<file path="config.mk">
export PLATFORM = sky130hd
export DESIGN_NAME = odt_window_gen
export DESIGN_NICKNAME = d
export VERILOG_FILES = /design/src/rtl/odt_win_pkg.sv /design/src/rtl/odt_span_calc.sv /design/src/rtl/odt_slot_sched.sv /design/src/rtl/odt_window_gen.sv
export SDC_FILE = /design/constraint.sdc
export NUM_CORES = 1
export LEC_CHECK = 0
export CAP_MARGIN = 20
export CORE_UTILIZATION = 34
export DETAILED_ROUTE_END_ITERATION = 7
export GPL_TIMING_DRIVEN = 0
export PLACE_DENSITY = 0.48
export SLEW_MARGIN = 25
export SYNTH_ARGS = -nofsm -noshare
export SYNTH_HDL_FRONTEND = slang
export SYNTH_SLANG_ARGS = --single-unit
</file>
<file path="constraint.sdc">
create_clock -name clk -period 5.31 [get_ports clk]
set_clock_uncertainty 0.2 [all_clocks]
set_input_delay 0.531 -clock clk [delete_from_list [all_inputs] [get_ports clk]]
set_output_delay 0.531 -clock clk [all_outputs]
set_load 0.05 [all_outputs]
</file>
<file path="src/rtl/odt_win_pkg.sv">
package odt_win_pkg;

    // Registered outputs of the window generator
    typedef struct packed {
        logic en;
        logic early;
    } odt_pins_t;

endpackage

</file>
<file path="src/rtl/odt_span_calc.sv">
module odt_span_calc #(
    parameter int FW      = 3,
    parameter int RTW     = 4,
    parameter int IW      = 6,
    parameter int BL4_CLK = 2,
    parameter int BL8_CLK = 4
) (
    input  logic [FW-1:0]  on_base,
    input  logic [FW-1:0]  on_trim,
    input  logic [FW-1:0]  off_base,
    input  logic [FW-1:0]  off_trim,
    input  logic [RTW-1:0] rt_align,
    input  logic [FW-1:0]  wr_hold,
    input  logic           bl8,
    output logic [IW-1:0]  rd_start,
    output logic [IW-1:0]  rd_span,
    output logic [IW-1:0]  wr_span
);

    logic [FW:0]   on_raw, off_raw;
    logic [FW-1:0] on_sat, off_sat;
    logic [IW-1:0] burst_clk;

    always_comb begin
        on_raw    = {1'b0, on_base} + {1'b0, on_trim};
        off_raw   = {1'b0, off_base} + {1'b0, off_trim};
        on_sat    = on_raw[FW]  ? '1 : on_raw[FW-1:0];
        off_sat   = off_raw[FW] ? '1 : off_raw[FW-1:0];
        burst_clk = bl8 ? IW'(BL8_CLK) : IW'(BL4_CLK);
        rd_start  = IW'(rt_align) + IW'(on_sat);
        rd_span   = burst_clk + IW'(off_sat);
        wr_span   = burst_clk + IW'(wr_hold);
    end

endmodule

</file>
<file path="src/rtl/odt_slot_sched.sv">
module odt_slot_sched #(
    parameter int DEPTH = 33,
    parameter int IW    = 6
) (
    input  logic          clk,
    input  logic          rst_n,
    input  logic          fire,
    input  logic [IW-1:0] start,
    input  logic [IW-1:0] span,
    output logic          slot_now,
    output logic          slot_next
);

    typedef struct packed {
        logic [DEPTH-1:0] sch;
    } sched_t;

    sched_t st_d, st_q;

    always_comb begin
        st_d.sch = st_q.sch >> 1;
        if (fire) begin
            for (int i = 0; i < DEPTH; i++) begin
                if (i >= int'(start) && i < int'(start) + int'(span)) begin
                    st_d.sch[i] = 1'b1;
                end
            end
        end
        if (!rst_n) begin
            st_d.sch = '0;
        end
    end

    always_ff @(posedge clk) begin
        st_q <= st_d;
    end

    assign slot_now  = st_q.sch[0];
    assign slot_next = st_d.sch[0];


    slot_fill_chk: assert property (@(posedge clk) disable iff (!rst_n)
        (fire && span != '0) |=> (st_q.sch != '0));

endmodule

</file>
<file path="src/rtl/odt_window_gen.sv">
module odt_window_gen #(
    parameter int FW      = 3,
    parameter int RTW     = 4,
    parameter int BL4_CLK = 2,
    parameter int BL8_CLK = 4
) (
    input  logic           clk,
    input  logic           rst_n,
    input  logic           rd_cmd,
    input  logic           wr_cmd,
    input  logic           bl8,
    input  logic [FW-1:0]  on_base,
    input  logic [FW-1:0]  on_trim,
    input  logic [FW-1:0]  off_base,
    input  logic [FW-1:0]  off_trim,
    input  logic [RTW-1:0] rt_align,
    input  logic [FW-1:0]  wr_hold,
    input  logic           hold_on,
    output logic           odt_en,
    output logic           odt_early
);
    import odt_win_pkg::*;

    localparam int SUM_MAX = (1 << FW) - 1;
    localparam int RT_MAX  = (1 << RTW) - 1;
    localparam int DEPTH   = RT_MAX + 2 * SUM_MAX + BL8_CLK;
    localparam int IW      = $clog2(DEPTH + 1);

    logic [IW-1:0] rd_start, rd_span, wr_span;
    logic          rd_now, rd_next, wr_now, wr_next;
    odt_pins_t     out_d, out_q;

    odt_span_calc #(
        .FW(FW), .RTW(RTW), .IW(IW), .BL4_CLK(BL4_CLK), .BL8_CLK(BL8_CLK)
    ) u_calc (
        .on_base (on_base),
        .on_trim (on_trim),
        .off_base(off_base),
        .off_trim(off_trim),
        .rt_align(rt_align),
        .wr_hold (wr_hold),
        .bl8     (bl8),
        .rd_start(rd_start),
        .rd_span (rd_span),
        .wr_span (wr_span)
    );

    odt_slot_sched #(.DEPTH(DEPTH), .IW(IW)) u_rd_sched (
        .clk      (clk),
        .rst_n    (rst_n),
        .fire     (rd_cmd),
        .start    (rd_start),
        .span     (rd_span),
        .slot_now (rd_now),
        .slot_next(rd_next)
    );

    odt_slot_sched #(.DEPTH(DEPTH), .IW(IW)) u_wr_sched (
        .clk      (clk),
        .rst_n    (rst_n),
        .fire     (wr_cmd),
        .start    ('0),
        .span     (wr_span),
        .slot_now (wr_now),
        .slot_next(wr_next)
    );

    always_comb begin
        out_d = '0;
        if (rst_n) begin
            out_d.en    = (hold_on | rd_now) & ~wr_now;
            out_d.early = rd_next & ~rd_now & ~wr_next & ~hold_on;
        end
    end

    always_ff @(posedge clk) begin
        out_q <= out_d;
    end

    assign odt_en    = out_q.en;
    assign odt_early = out_q.early;


    reset_clears_chk: assert property (@(posedge clk)
        !rst_n |=> (!odt_en && !odt_early));


    early_lead_chk: assert property (@(posedge clk) disable iff (!rst_n)
        odt_early |=> odt_en);


    early_gap_chk: assert property (@(posedge clk) disable iff (!rst_n)
        odt_early |-> !odt_en);


    wr_block_chk: assert property (@(posedge clk) disable iff (!rst_n)
        wr_cmd |=> ##1 !odt_en);


    hold_on_chk: assert property (@(posedge clk) disable iff (!rst_n)
        (hold_on && !wr_now) |=> odt_en);

endmodule

</file>
==> flow_summary.json <==
{
  "grtUsageTotal_pct": 18.48,
  "crit_path_start_kind": "input port",
  "start_util_pct": 35.63,
  "placed_area_um2": 3343,
  "root_buffer": "clkbuf_8",
  "synthDistinctLibCells": 60,
  "cts_hold_buf": 0,
  "yosysMostFrequentCell": "dfxtp_1",
  "pwr-share-comb_pct": 54.7,
  "port_buffers": 24,
  "leakage_uw": 0.001373,
  "finalWirelength_mm": 7.775,
  "fin_crit_ns": 5.024,
  "ys.flop_type": "dfxtp_1",
  "area_growth_pct": 16.76,
  "post-route-cell-area_um2": 3470,
  "hold_viol": 0,
  "fp.dieW_um": 95.49,
  "clock-sinks": 50,
  "coreArea_um2": 8341,
  "numCtsBuffers": 5,
  "overflow": 0,
  "powerDensity_nw_per_um2": 442.6,
  "synth_top_family_by_area": "compound AO/OA/AOI/OAI gates",
  "crit_required_ns": 5.29,
  "final_nets": 446,
  "yosys.area_share.adder_pct": 10.36,
  "synth-compound-area-share_pct": 27.03,
  "p_sw_share_pct": 45.20,
  "dieHeight_um": 95.49,
  "setup_ws_ns": 0.2858,
  "max_slew.worst_pin.slew_ns": 0.7689,
  "critPathCaptureType": "flop",
  "fillerInstances": 876,
  "clkLatencyLatePin_ns": 0.30,
  "clkTransAtPathRegs_ns": 0.09,
  "cp_max_fo": 12,
  "min_period_over_period_pct": 94.62,
  "rows": 33,
  "ys_warn_count": 0,
  "htree_levels": 2,
  "grt_pass1_wl_mm": 12.65,
  "synthSimpleGateAreaFrac_pct": 18.82,
  "vias_per_cell": 5.158,
  "synth_xor_area_share_pct": 3.453,
  "setup_viol": 0,
  "grt_pass1_vias": 2473,
  "cellInternalPower_uw": 841.5,
  "ys_ff_latch": 50,
  "clockBufferDepth": 2,
  "hold-worst-slack_ns": 0.1989,
  "seqPwrFrac_pct": 31.1,
  "fmax_ghz": 0.1990,
  "hold_path.class": "flop to flop",
  "globalplace.congestion": 0.8264,
  "synth_top_area_cell": "dfxtp_1",
  "remaining_drc_errors": 0,
  "cts_tree": "yes",
  "drive_above_1_share_pct": 8.750,
  "cp.arrival_ns": 5.01,
  "wl_per_cell_um": 15.40,
  "criticalPathCategory": "input port to flop",
  "die_area_um2": 9117,
  "ios": 27,
  "synth_area_leaders": "dfxtp_1 (34%), a21oi_1 (6.7%), ha_1 (6.3%)",
  "syn_nets": 414,
  "clockPowerShare_pct": 14.2,
  "slew_viol_final": 0,
  "drtAntennaViolNets": 0,
  "grt_max_degree": 16,
  "pre_cts_slack_ns": -0.4848,
  "synth_async_sr_flop_share_pct": 0,
  "dr.pass1.iters": 4,
  "relSlewSlack_pct": 48.37,
  "max_cap_viol_count": 0,
  "vias": 2605,
  "diodes": 0,
  "netlist_instances": 368,
  "synth_edf_count": 0,
  "syn_area_um2": 2972,
  "initialDrtViolationCount": 146,
  "ys_top_cells_by_count": "dfxtp_1 (50), nor2_1 (42), a21oi_1 (40)",
  "synth.top_cell.area_share_pct": 33.68,
  "ys_seq_area_share_pct": 33.68,
  "hpwl_mm": 5.978,
  "grt_antenna_before_repair": 0,
  "p_switching_uw": 694.0,
  "syn_area_per_cell_um2": 8.075,
  "outcome": "completed",
  "irDropWorstVdd_uv": 137.8,
  "synthMuxAreaShare_pct": 0
}
## registers in the layout, summed over array words and instances, names as in the netlist
name             cells
u_wr_sched.st_q     15
odt_early            1
u_rd_sched.st_q     33
odt_en               1
## kinds of logic (layout without fill, tap and decap cells)
family / Yosys count / count (layout)
AO/OA/AOI/OAI: 118 / 118
XOR/XNOR: 10 / 10
adder cells (fa/ha/maj): 21 / 21
buffers and inverters: 50 / 82
flip-flops: 50 / 50
AND/OR/NAND/NOR: 119 / 119
## per-layer routing
metal / up-vias / global-route usage (%) / share of wire (%)
li1: 1345 / - / -
met3: 6 / 2.871 / 3.0
met2: 39 / 30.48 / 47
met5: - / 0 / 0
met4: 0 / 3.607 / 1.1
met1: 1215 / 25.48 / 48
## through the flow
step | util (%) | total power (uW) | instances | TNS [ns]
after global routing | 41.60 | 1648 | 505 | -0.0006941
after detailed placement | 40.08 | 1288 | 497 | -7.274
final | 41.60 | 1536 | 505 | 0
after floorplan | - | 1069 | 368 | 0
after global placement | 40.08 | 1292 | 497 | -8.251
after CTS | 41.22 | 1515 | 504 | 0
## critical path, stage by stage
cell,delay (ns)
clkdlybuf4s50_1,0.46
ha_1,0.17
inv_1,0.06
fa_1,0.37
nor3_1,0.19
a21oi_1,0.06
or2_2,0.29
ha_1,0.25
a211oi_1,0.28
nor2_1,0.15
xnor2_2,0.31
inv_2,0.18
ha_1,0.38
inv_2,0.10
o31ai_4,0.30
o211ai_2,0.19
o21ai_4,0.32
nor3b_2,0.28
a21oi_1,0.10
## power groups by stage
stage          clock network [uW]  registers, uW  logic (uW)
2_1_floorplan                   0            481         588
3_3_place_gp                    0            485         807
3_5_place_dp                    0            485         803
4_1_cts                       225            478         812
5_1_grt                       240            485         923
6_report                      218            478         840
## worst paths after layout
| path | cells past startpoint | slack [ns] | start | end |
|---|---|---|---|---|
| worst max-delay path | 19 | 0.29 | on_base[0] | u_rd_sched.st_q[2] |
| worst min-delay path | 1 | 0.20 | u_wr_sched.st_q[0] | odt_en |
| worst max register to register | 3 | 4.22 | u_rd_sched.st_q[1] | odt_early |
| worst min register to register | 1 | 0.20 | u_wr_sched.st_q[0] | odt_en |
## repair_timing
item | in CTS | in global routing
setup endpoints to repair | 9 | 25
resized for setup | 2 | 5
gates cloned | 0 | 0
setup buffers | 0 | 2
pin swaps | 0 | 1
## layout make-up
class	instances	area, um2	area share, %
tap	105	131.4	3.787
multi-input combinational	268	1805	52.04
timing repair buffer	26	255.2	7.357
inverter	34	127.6	3.678
buffer	15	66.31	1.911
clock inverter	2	13.76	0.3967
clock buffer	5	68.82	1.983
sequential	50	1001	28.85
## layout by cell type (no fill, tap or decap), types with 3 or more instances in the layout
| cell type | Yosys | final |
|---|---|---|
| inv_2 | 1 | 3 |
| nand2_1 | 32 | 32 |
| o41ai_1 | 3 | 3 |
| clkbuf_1 | 10 | 9 |
| nand3_1 | 10 | 10 |
| nor2_1 | 42 | 42 |
| clkbuf_8 | 0 | 5 |
| nor3_1 | 9 | 9 |
| dfxtp_1 | 50 | 50 |
| nor2b_1 | 3 | 3 |
| o21a_1 | 6 | 6 |
| o31ai_1 | 5 | 4 |
| fa_1 | 6 | 6 |
| a211oi_1 | 5 | 5 |
| o21ai_1 | 4 | 4 |
| buf_1 | 3 | 3 |
| nand2b_1 | 5 | 5 |
| nor4_1 | 3 | 3 |
| clkdlybuf4s50_1 | 0 | 24 |
| ha_1 | 15 | 15 |
| a21oi_1 | 40 | 39 |
| inv_1 | 33 | 31 |
| o21ai_0 | 25 | 25 |
| a31oi_1 | 6 | 6 |
| xnor2_1 | 6 | 5 |
(Power assumes the default switching activity.)
